File: src/rtl/dac_pkg.sv
package dac_pkg;
  localparam logic [3:0] CMD_DUAL = 4'b1101;

  typedef enum logic [1:0] {PH_IDLE, PH_ADR1, PH_ADR2, PH_DATA} phase_e;
  typedef enum logic [2:0] {LN_IDLE, LN_SINGLE, LN_DUAL1, LN_DUAL2, LN_DATA} lane_e;

  function automatic logic is_mem_cmd(input logic [3:0] c);
    return (c == 4'b0110) || (c == 4'b0111) || (c == 4'b1100) ||
           (c == 4'b1110) || (c == 4'b1111);
  endfunction
endpackage

File: src/rtl/dac_req_check.sv
module dac_req_check #(
  parameter int HALF_W = 32
) (
  input  logic [HALF_W-1:0] hi,
  input  logic [3:0]        cmd,
  output logic              reject,
  output logic              dual
);
  import dac_pkg::*;
  logic hi_nz;
  logic mem;
  assign hi_nz  = |hi;
  assign mem    = is_mem_cmd(cmd);
  assign reject = (cmd == CMD_DUAL) || (!mem && hi_nz);
  assign dual   = hi_nz && mem;
endmodule

File: src/rtl/dac_seq_ctrl.sv
module dac_seq_ctrl #(
  parameter int WIDE   = 1,
  parameter int HALF_W = 32,
  parameter int BUS_W  = 64,
  parameter int BE_W   = 8
) (
  input  logic              clk,
  input  logic              rst,
  input  logic              req_valid,
  input  logic [HALF_W-1:0] req_lo,
  input  logic [HALF_W-1:0] req_hi,
  input  logic [3:0]        req_cmd,
  input  logic              reject,
  input  logic              dual,
  output logic              ready,
  output logic              err,
  output logic              frame_n,
  output logic [BUS_W-1:0]  ad,
  output logic [BE_W-1:0]   cbe_n,
  output logic              addr_phase,
  output logic              data_go
);
  import dac_pkg::*;

  phase_e            ph, nxt_ph;
  lane_e             lane;
  logic              dual_q;
  logic [HALF_W-1:0] hi_q;
  logic [3:0]        cmd_q;
  logic              take;
  logic [HALF_W-1:0] lo_ad;
  logic [3:0]        lo_cbe;
  logic [BUS_W-1:0]  nxt_ad;
  logic [BE_W-1:0]   nxt_cbe;

  assign ready = (ph == PH_IDLE);
  assign take  = ready && req_valid && !reject;

  always_comb begin
    nxt_ph = ph;
    lane   = LN_IDLE;
    case (ph)
      PH_IDLE: if (take) begin
        nxt_ph = PH_ADR1;
        lane   = dual ? LN_DUAL1 : LN_SINGLE;
      end
      PH_ADR1: begin
        nxt_ph = dual_q ? PH_ADR2 : PH_DATA;
        lane   = dual_q ? LN_DUAL2 : LN_DATA;
      end
      PH_ADR2: begin
        nxt_ph = PH_DATA;
        lane   = LN_DATA;
      end
      default: begin
        nxt_ph = PH_IDLE;
        lane   = LN_IDLE;
      end
    endcase
  end

  always_comb begin
    case (lane)
      LN_SINGLE: begin lo_ad = req_lo;          lo_cbe = req_cmd;  end
      LN_DUAL1:  begin lo_ad = req_lo;          lo_cbe = CMD_DUAL; end
      LN_DUAL2:  begin lo_ad = hi_q;            lo_cbe = cmd_q;    end
      LN_DATA:   begin lo_ad = '0;              lo_cbe = 4'b0000;  end
      default:   begin lo_ad = '0;              lo_cbe = 4'b1111;  end
    endcase
  end

  generate
    if (WIDE != 0) begin : g_wide
      logic [HALF_W-1:0] up_ad;
      logic [3:0]        up_cbe;
      always_comb begin
        case (lane)
          LN_DUAL1: begin up_ad = req_hi; up_cbe = req_cmd; end
          LN_DATA:  begin up_ad = '0;     up_cbe = 4'b0000; end
          default:  begin up_ad = '0;     up_cbe = 4'b1111; end
        endcase
      end
      assign nxt_ad  = {up_ad, lo_ad};
      assign nxt_cbe = {up_cbe, lo_cbe};
    end else begin : g_narrow
      assign nxt_ad  = lo_ad;
      assign nxt_cbe = lo_cbe;
    end
  endgenerate

  always_ff @(posedge clk) begin
    if (rst) begin
      ph         <= PH_IDLE;
      dual_q     <= 1'b0;
      hi_q       <= '0;
      cmd_q      <= '0;
      err        <= 1'b0;
      frame_n    <= 1'b1;
      ad         <= '0;
      cbe_n      <= '1;
      addr_phase <= 1'b0;
      data_go    <= 1'b0;
    end else begin
      ph         <= nxt_ph;
      err        <= ready && req_valid && reject;
      ad         <= nxt_ad;
      cbe_n      <= nxt_cbe;
      addr_phase <= (lane == LN_SINGLE) || (lane == LN_DUAL1) || (lane == LN_DUAL2);
      data_go    <= (lane == LN_DATA);
      frame_n    <= (nxt_ph == PH_IDLE);
      if (take) begin
        dual_q <= dual;
        hi_q   <= req_hi;
        cmd_q  <= req_cmd;
      end
    end
  end

  AST_ERR_NO_FRAME: assert property (@(posedge clk) disable iff (rst)
    err |-> frame_n);
  AST_DUAL_ONE_CLK: assert property (@(posedge clk) disable iff (rst)
    (!frame_n && cbe_n[3:0] == CMD_DUAL) |=> (cbe_n[3:0] != CMD_DUAL));
  AST_FRAME_HOLD: assert property (@(posedge clk) disable iff (rst)
    $fell(frame_n) |=> !frame_n);
  AST_DATA_AFTER_ADDR: assert property (@(posedge clk) disable iff (rst)
    data_go |-> $past(addr_phase));
  AST_READY_IDLE: assert property (@(posedge clk) disable iff (rst)
    ready |-> frame_n);
  AST_LOW_SINGLE: assert property (@(posedge clk) disable iff (rst)
    (ready && req_valid && req_hi == '0) |=> (cbe_n[3:0] != CMD_DUAL));
endmodule

File: src/rtl/dac_tgt_decode.sv
module dac_tgt_decode #(
  parameter int WIDE   = 1,
  parameter int HALF_W = 32,
  parameter int BUS_W  = 64,
  parameter int BE_W   = 8
) (
  input  logic                clk,
  input  logic                rst,
  input  logic                frame_n,
  input  logic [BUS_W-1:0]    ad,
  input  logic [BE_W-1:0]     cbe_n,
  output logic                dec_valid,
  output logic [2*HALF_W-1:0] dec_addr,
  output logic [3:0]          dec_cmd,
  output logic                dec_early
);
  import dac_pkg::*;

  logic frame_q;
  logic start;
  assign start = !frame_n && frame_q;

  always_ff @(posedge clk) begin
    if (rst) frame_q <= 1'b1;
    else     frame_q <= frame_n;
  end

  generate
    if (WIDE != 0) begin : g_wide
      always_ff @(posedge clk) begin
        if (rst) begin
          dec_valid <= 1'b0;
          dec_addr  <= '0;
          dec_cmd   <= '0;
          dec_early <= 1'b0;
        end else begin
          dec_valid <= start;
          dec_early <= 1'b0;
          if (start) begin
            if (cbe_n[3:0] == CMD_DUAL) begin
              dec_addr  <= ad;
              dec_cmd   <= cbe_n[BE_W-1 -: 4];
              dec_early <= 1'b1;
            end else begin
              dec_addr <= {{HALF_W{1'b0}}, ad[HALF_W-1:0]};
              dec_cmd  <= cbe_n[3:0];
            end
          end
        end
      end
    end else begin : g_narrow
      logic              wait2;
      logic [HALF_W-1:0] lo_q;
      always_ff @(posedge clk) begin
        if (rst) begin
          dec_valid <= 1'b0;
          dec_addr  <= '0;
          dec_cmd   <= '0;
          dec_early <= 1'b0;
          wait2     <= 1'b0;
          lo_q      <= '0;
        end else begin
          dec_valid <= 1'b0;
          dec_early <= 1'b0;
          wait2     <= 1'b0;
          if (wait2) begin
            dec_valid <= 1'b1;
            dec_addr  <= {ad, lo_q};
            dec_cmd   <= cbe_n;
          end else if (start) begin
            if (cbe_n == CMD_DUAL) begin
              lo_q  <= ad;
              wait2 <= 1'b1;
            end else begin
              dec_valid <= 1'b1;
              dec_addr  <= {{HALF_W{1'b0}}, ad};
              dec_cmd   <= cbe_n;
            end
          end
        end
      end
    end
  endgenerate

  AST_EARLY_VALID: assert property (@(posedge clk) disable iff (rst)
    dec_early |-> dec_valid);
  AST_DEC_PULSE: assert property (@(posedge clk) disable iff (rst)
    dec_valid |=> !dec_valid);
endmodule

File: src/rtl/dac_addr_seq.sv
module dac_addr_seq #(
  parameter int WIDE   = 1,
  parameter int ADDR_W = 64,
  localparam int HALF_W = ADDR_W / 2,
  localparam int BUS_W  = (WIDE != 0) ? ADDR_W : HALF_W,
  localparam int BE_W   = BUS_W / 8
) (
  input  logic              clk,
  input  logic              rst,
  input  logic              req_valid,
  input  logic [ADDR_W-1:0] req_addr,
  input  logic [3:0]        req_cmd,
  output logic              req_ready,
  output logic              req_err,
  output logic              frame_n,
  output logic [BUS_W-1:0]  ad,
  output logic [BE_W-1:0]   cbe_n,
  output logic              addr_phase,
  output logic              data_go,
  output logic              dec_valid,
  output logic [ADDR_W-1:0] dec_addr,
  output logic [3:0]        dec_cmd,
  output logic              dec_early
);
  logic reject;
  logic dual;

  dac_req_check #(.HALF_W(HALF_W)) u_check (
    .hi     (req_addr[ADDR_W-1:HALF_W]),
    .cmd    (req_cmd),
    .reject (reject),
    .dual   (dual)
  );

  dac_seq_ctrl #(.WIDE(WIDE), .HALF_W(HALF_W), .BUS_W(BUS_W), .BE_W(BE_W)) u_ctrl (
    .clk        (clk),
    .rst        (rst),
    .req_valid  (req_valid),
    .req_lo     (req_addr[HALF_W-1:0]),
    .req_hi     (req_addr[ADDR_W-1:HALF_W]),
    .req_cmd    (req_cmd),
    .reject     (reject),
    .dual       (dual),
    .ready      (req_ready),
    .err        (req_err),
    .frame_n    (frame_n),
    .ad         (ad),
    .cbe_n      (cbe_n),
    .addr_phase (addr_phase),
    .data_go    (data_go)
  );

  dac_tgt_decode #(.WIDE(WIDE), .HALF_W(HALF_W), .BUS_W(BUS_W), .BE_W(BE_W)) u_dec (
    .clk       (clk),
    .rst       (rst),
    .frame_n   (frame_n),
    .ad        (ad),
    .cbe_n     (cbe_n),
    .dec_valid (dec_valid),
    .dec_addr  (dec_addr),
    .dec_cmd   (dec_cmd),
    .dec_early (dec_early)
  );
endmodule

File: config.mk
export PLATFORM = sky130hd
export DESIGN_NAME = dac_addr_seq
export DESIGN_NICKNAME = d
export VERILOG_FILES = /design/src/rtl/dac_pkg.sv /design/src/rtl/dac_req_check.sv /design/src/rtl/dac_seq_ctrl.sv /design/src/rtl/dac_tgt_decode.sv /design/src/rtl/dac_addr_seq.sv
export SDC_FILE = /design/constraint.sdc
export NUM_CORES = 1
export LEC_CHECK = 0
export BUFFER_PORTS_ARGS = -buffer_cell sky130_fd_sc_hd__buf_2
export CAP_MARGIN = 40
export CORE_MARGIN = 2
export CORE_UTILIZATION = 33
export CTS_BUF_LIST = sky130_fd_sc_hd__clkbuf_4 sky130_fd_sc_hd__clkbuf_8
export CTS_CLUSTER_SIZE = 16
export DETAILED_ROUTE_END_ITERATION = 10
export PLACE_DENSITY = 0.62
export SKIP_CTS_REPAIR_TIMING = 1
export SKIP_LAST_GASP = 1
export SYNTH_ARGS = -nofsm -noshare
export SYNTH_HDL_FRONTEND = slang
export SYNTH_SLANG_ARGS = --single-unit
File: constraint.sdc
create_clock -name clk -period 2.7 [get_ports clk]
set_input_delay 0.54 -clock clk [delete_from_list [all_inputs] [get_ports clk]]
set_output_delay 0.54 -clock clk [all_outputs]
set_load 0.1 [all_outputs]
Word level (Yosys, flattened, before mapping)
Cells that the tools add are included.
{ "totals": {"inputBits": 71, "out_inout_bits": 147, "register_bits": 186} }
{ "classes": {"reduce_logical": 22, "n_mux": 13, "bitwise_logic": 2, "n_eq_ne": 13} }
{ "ops": {"columns": ["operator", "count"], "rows": [
  ["two-way mux 64 bit", 1],
  ["case mux 32 bit (2 select lines)", 1],
  ["OR reduction 32 bit", 1],
  ["equality test 4 bit, second input constant", 5],
  ["case mux 4 bit (4 select lines)", 1],
  ["case mux 3 bit (3 select lines)", 1],
  ["equality test 4 x 3 -> 1 bit, second input constant", 2],
  ["case mux 4 bit (2 select lines)", 1],
  ["logical OR 1 bit", 7],
  ["equality test 3 x 2 -> 1 bit, second input constant", 2],
  ["logical AND 1 bit", 6],
  ["two-way mux 3 bit", 2],
  ["case mux 2 bit (3 select lines)", 1],
  ["OR reduction 2 bit", 3],
  ["zero test 2 bit", 2],
  ["two-way mux 2 bit", 2],
  ["two-way mux 4 bit", 1],
  ["equality test 3 x 1 -> 1 bit, second input constant", 1],
  ["equality test 3 bit, second input constant", 1],
  ["zero test 1 bit", 3],
  ["equality test 2 x 1 -> 1 bit, second input constant", 1],
  ["equality test 2 bit, second input constant", 1],
  ["two-way mux 1 bit", 2],
  ["inverter 1 bit", 2]
]} }

Longest topological paths before layout
{ "logic_depth": {"ltp_word": 15, "depth_mapped": 9} }

By module
Synthesis repeated with hierarchy kept, for this count alone.
{ "unflattened": {"cells_unflattened": 734, "hier_area_um2": 6871.6} }
{ "modules_own_cells": {"columns": ["module", "area_each_um2", "cells_each", "n_inst", "seq_area_each_um2"], "rows": [
  ["dac_seq_ctrl", 3912.5, 403, 1, 2302.2],
  ["dac_tgt_decode", 2854.0, 312, 1, 1421.4],
  ["dac_req_check", 105.1, 19, 1, 0.0]
]} }

Least setup slack after synthesis
Ideal clock, no wire load.
{ "synth_path": {"path_type": "reg2reg", "startpoint": "register u_ctrl.ph[1]", "endpoint": "register u_ctrl.cbe_n[4]", "required_time_ns": 2.575, "setup_time_ns": 0.125, "period_less_slack_ns": 2.888, "arrival_ns": 2.763, "path_buffers": 1, "setup_slack_ns": -0.188, "stages_incl_launch_ff": 9, "path_cell_list": "dfxtp_1 > inv_1 > ha_1 > nand2_1 > a41oi_2 > nand3_1 > nor3_1 > clkbuf_1 > a21boi_1"} }
{ "synth_between": {"elab_chain_len": 7, "elab_cells_between_ends": 10, "classes_between": "4 x eq/ne; 3 x mux; 3 x reduce/logical"} }
{ "synth_rtl": {"columns": ["item", "line", "source"], "rows": [
  ["from (decl)", "dac_seq_ctrl.sv:25", "phase_e ph, nxt_ph;"],
  ["from (signal assigned)", "dac_seq_ctrl.sv:104", "ph <= nxt_ph;"],
  ["zero test 2 bit *", "dac_seq_ctrl.sv:36", "assign ready = (ph == PH_IDLE);"],
  ["via req_ready", "dac_addr_seq.sv:13", "output logic req_ready,"],
  ["logical AND 1 bit (2 in series)", "dac_seq_ctrl.sv:37", "assign take = ready && req_valid && !reject;"],
  ["two-way mux 3 bit", "dac_seq_ctrl.sv:43", "PH_IDLE: if (take) begin"],
  ["case mux 3 bit (3 select lines) *", "dac_seq_ctrl.sv:42", "case (ph)"],
  ["equality test 3 bit / equality test 3 x 2 -> 1 bit (equally long branches)", "dac_seq_ctrl.sv:77", "case (lane)"],
  ["case mux 4 bit (2 select lines) *", "dac_seq_ctrl.sv:77", null],
  ["to (signal assigned)", "dac_seq_ctrl.sv:107", "cbe_n <= nxt_cbe;"],
  ["to (decl)", "dac_seq_ctrl.sv:19", "output logic [BE_W-1:0] cbe_n,"]
]} }
The timed path passes the listed nets; every way through them passes the cells marked *.
A chain may end at the register's enable or synchronous reset.

Worst setup path in the final report
{ "layout_path": {"startpoint": "input port req_addr[56]", "endpoint": "register u_ctrl.hi_q[4]"} }
{ "layout_between": {"elab_chain_len": 5} }
{ "layout_rtl": {"columns": ["item", "line", "source"], "rows": [
  ["from (decl)", "dac_addr_seq.sv:11", "input logic [ADDR_W-1:0] req_addr,"],
  ["OR reduction 32 bit", "dac_req_check.sv:12", "assign hi_nz = |hi;"],
  ["logical AND 1 bit", "dac_req_check.sv:14", "assign reject = (cmd == CMD_DUAL) || (!mem && hi_nz);"],
  ["logical OR 1 bit", "dac_req_check.sv:14", null],
  ["zero test 1 bit", "dac_seq_ctrl.sv:37", null],
  ["logical AND 1 bit", "dac_seq_ctrl.sv:37", null],
  ["to (signal assigned)", "dac_seq_ctrl.sv:113", "hi_q <= req_hi;"],
  ["to (decl)", "dac_seq_ctrl.sv:28", "logic [HALF_W-1:0] hi_q;"]
]} }
Every way passes these cells.

==> flow_metrics.env <==
export IMPL_path_clk_slew_ns=0.10
export IMPL_die_h_um=144
export IMPL_initial_core_util_pct=33.4
export IMPL_cts_tree="yes"
export IMPL_power_density_nw_per_um2=958
export IMPL_grt_total_usage_pct=17.2
export IMPL_whs_path_depth=2
export IMPL_synthArstFlopShare_pct=0
export IMPL_ys_seq_elements=186
export IMPL_post_route_cell_area_um2=8350
export IMPL_fp_dieW_um=144
export IMPL_synth_cells=661
export IMPL_path_cells="buf_2 -> nor4_1 -> nand2_1 -> or4_1 -> buf_4 -> a21boi_4 -> buf_4 -> mux2i_1 -> nor2_1"
export IMPL_r2r_cells=9
export IMPL_coreArea_um2=19300
export IMPL_dp_hpwl_um=12800
export IMPL_finalCriticalPeriod_ns=2.36
export IMPL_yosys_most_used_dff="dfxtp_1"
export IMPL_dpl_cell_area_um2=7890
export IMPL_status="finished, final reports clean"
export IMPL_synthesis_nets=736
export IMPL_slowest_delay_ns=0.53
export IMPL_htree_levels=4
export IMPL_regArea_um2=3720
export IMPL_p_leak_uw=0.00364
export IMPL_num_antenna_cells=0
export IMPL_slew_violations=0
export IMPL_rows=51
export IMPL_vdd_drop_max_mv=0.493
export IMPL_drt_pass1_iter_count=4
export IMPL_synth_edf_count=0
export IMPL_cp_common_cell="buf_4"
export IMPL_clockRootBuffer="clkbuf_8"
export IMPL_worstMarginPinSlew_ns=0.707
export IMPL_dp_slack_ns=-0.163
export IMPL_r2r_end="u_ctrl.cbe_n[0]$_SDFF_PP1_"
export IMPL_end_kind="flop"
export IMPL_cp_startpoint="req_addr[56]"
export IMPL_final_nets=950
export IMPL_die_area_um2=20700
export IMPL_ant_nets=0
export IMPL_portBuffers=217
export IMPL_grt_antenna_before_repair=0
export IMPL_worst_ep_required_time_ns=3.02
export IMPL_cp_arrival_ns=2.68
export IMPL_drcViolationCount=0
export IMPL_multi_input_area_um2=2450
export IMPL_setup_viol=0
export IMPL_hold_start="req_addr[31]"
export IMPL_io_pins=218
export IMPL_synth_area_um2=6450
export IMPL_r2r_start="u_ctrl.ph[1]$_SDFF_PP0_"
export IMPL_wire_per_inst_um=15.5
export IMPL_vias=5421
export IMPL_syn_to_final_growth_pct=29.5
export IMPL_grt_max_degree=63
export IMPL_clock_path_buffers=2
export IMPL_drt_iter0_drc=238
export IMPL_fin_tns_setup_ns=0
export IMPL_clock_latency_ns=0.46
export IMPL_crit_slowest_cell="or4_1"
export IMPL_critPathMaxFanout=8
export IMPL_yosysSeqAreaShare_pct=57.7
export IMPL_grt_pass1_wl_um=27500
export IMPL_start_kind="input port"
export IMPL_min_to="u_ctrl.ad[31]$_SDFF_PP0_"
export IMPL_crit_family="simple AND/OR/NAND/NOR gates"
export IMPL_critPathBufInv=3
export IMPL_grt_pass1_vias=5184
export IMPL_synth_avg_cell_area_um2=9.76
export IMPL_fillCellCount=1913
export IMPL_min_path_type="input port to flop"
export IMPL_cts_sinks=186
export IMPL_drive_above_1_share_pct=32.4
export IMPL_period_share_pct=87.3
export IMPL_wl_um=17900
export IMPL_hold_ws_ns=0.279
export IMPL_hold_violations=0
export IMPL_grt_ovfl_total=0
export IMPL_rsz0062_at_grt="no"
export IMPL_via_per_inst=4.71
export IMPL_clock_skew_ns=0.0204
export IMPL_path_class="input port to flop"
export IMPL_yosys_warnings=0
export IMPL_synthDistinctLibCells=40
export IMPL_rrSetupSlack_ns=0.57
export IMPL_cts_inserted_buffers=17
export IMPL_fmax_mhz=424
export IMPL_timing_max_cap_violations=0
export IMPL_setup_ws_ns=0.344
export IMPL_slew_headroom_pct=52.9
export IMPL_gp_congestion=0.807
[layout by cell type (no fill, tap or decap), types with 2 or more instances in the layout]
cell,count
buf_2,216
dfxtp_1,186
nand2_1,110
a21oi_1,74
nor2_1,39
mux2i_1,36
nand3_1,34
and2_1,33
a22o_1,32
buf_4,21
clkbuf_8,19
inv_1,9
nor4_1,8
bufinv_16,5
buf_12,5
nor2b_1,4
nor3_1,4
inv_2,3
a221oi_1,3
o21ai_0,3
a21boi_1,3
a221o_1,3
o211ai_1,3
ha_1,3
inv_6,3
o21ai_1,2
a211oi_4,2
and3_1,2
clkinvlp_4,2
[registers in the layout (all words and copies together), names as in the netlist, 2 cells and up]
register and cells:
u_dec.dec_cmd 4, u_ctrl.ad 64, u_dec.dec_addr 64, u_ctrl.ph 2, u_ctrl.cmd_q 4, u_ctrl.hi_q 32
u_ctrl.cbe_n 8
[cell type report]
cell class / instances / share of cell area, %
flip-flops and latches: 186 / 44.6
multi-input cells: 416 / 29.3
repair buffers: 242 / 16.0
well taps: 265 / 3.97
clock buffers: 19 / 3.13
clock inverters: 12 / 2.49
inverters: 12 / 0.539
[synthesized netlist by cell type, types with 2 or more instances]
cell type / instances / area share, %
a211oi_4: 2 / 0.62
a21boi_1: 3 / 0.35
a21oi_1: 74 / 5.7
a221o_1: 3 / 0.47
a221oi_1: 3 / 0.41
a22o_1: 32 / 4.3
and2_1: 33 / 3.2
and3_1: 2 / 0.19
buf_1: 2 / 0.12
buf_12: 4 / 1.2
buf_4: 3 / 0.35
clkbuf_1: 37 / 2.2
dfxtp_1: 186 / 58
ha_1: 4 / 0.78
inv_1: 9 / 0.52
inv_2: 3 / 0.17
mux2i_1: 36 / 5.6
nand2_1: 110 / 6.4
nand2b_1: 2 / 0.19
nand3_1: 34 / 2.6
nor2_1: 39 / 2.3
nor2b_1: 5 / 0.48
nor3_1: 5 / 0.39
nor4_1: 9 / 0.87
o211ai_1: 3 / 0.35
o21ai_0: 3 / 0.23
o21ai_1: 2 / 0.16
[power breakdown]
part | switching (µW) | internal, µW | leakage (µW)
logic | 2160 | 575 | 0.00190
clock network | 993 | 1160 | 0.000231
registers | 152 | 2970 | 0.00151
total | 3300 | 4700 | 0.00364
[layer usage]
layer  share of wire, %  GRT usage (%)  vias up
met5                  0              0        -
met4                2.0           6.40        0
met3                5.0           4.00       23
met2                 49           28.8      184
met1                 44           21.7     2547
li1                   -              -     2667
[per-stage QoR]
stage	total power [µW]	std cells	utilization, %
floorplan	5310	661	-
global placement	5940	1121	40.8
detailed placement	5930	1121	40.8
CTS	8090	1152	43.2
global route	8380	1152	43.2
finish	8010	1152	43.2
[cells by family after synthesis]
| group | count (synthesis) | share of synthesized area, % |
|---|---|---|
| and+or+nand+nor | 241 | 16.9 |
| DFF | 186 | 57.7 |
| AOI/OAI and AO/OA | 135 | 14.3 |
| adders and majority gates | 4 | 0.776 |
| buffers and inverters | 59 | 4.73 |
| muxes | 36 | 5.59 |
[worst max path at each step]
stage               slack (ns)                           to  cells past startpoint
floorplan                 0.14   u_ctrl.cbe_n[4]$_SDFF_PP1_                      8
detailed placement       -0.16  u_ctrl.hi_q[4]$_SDFFE_PP0P_                      9
finish                    0.34  u_ctrl.hi_q[4]$_SDFFE_PP0P_                      9
global placement         -0.11  u_ctrl.hi_q[2]$_SDFFE_PP0P_                      9
CTS                       0.33  u_ctrl.hi_q[4]$_SDFFE_PP0P_                      9
global route              0.27  u_ctrl.hi_q[4]$_SDFFE_PP0P_                      9
No activity file was read; power rests on OpenSTA's default activity.
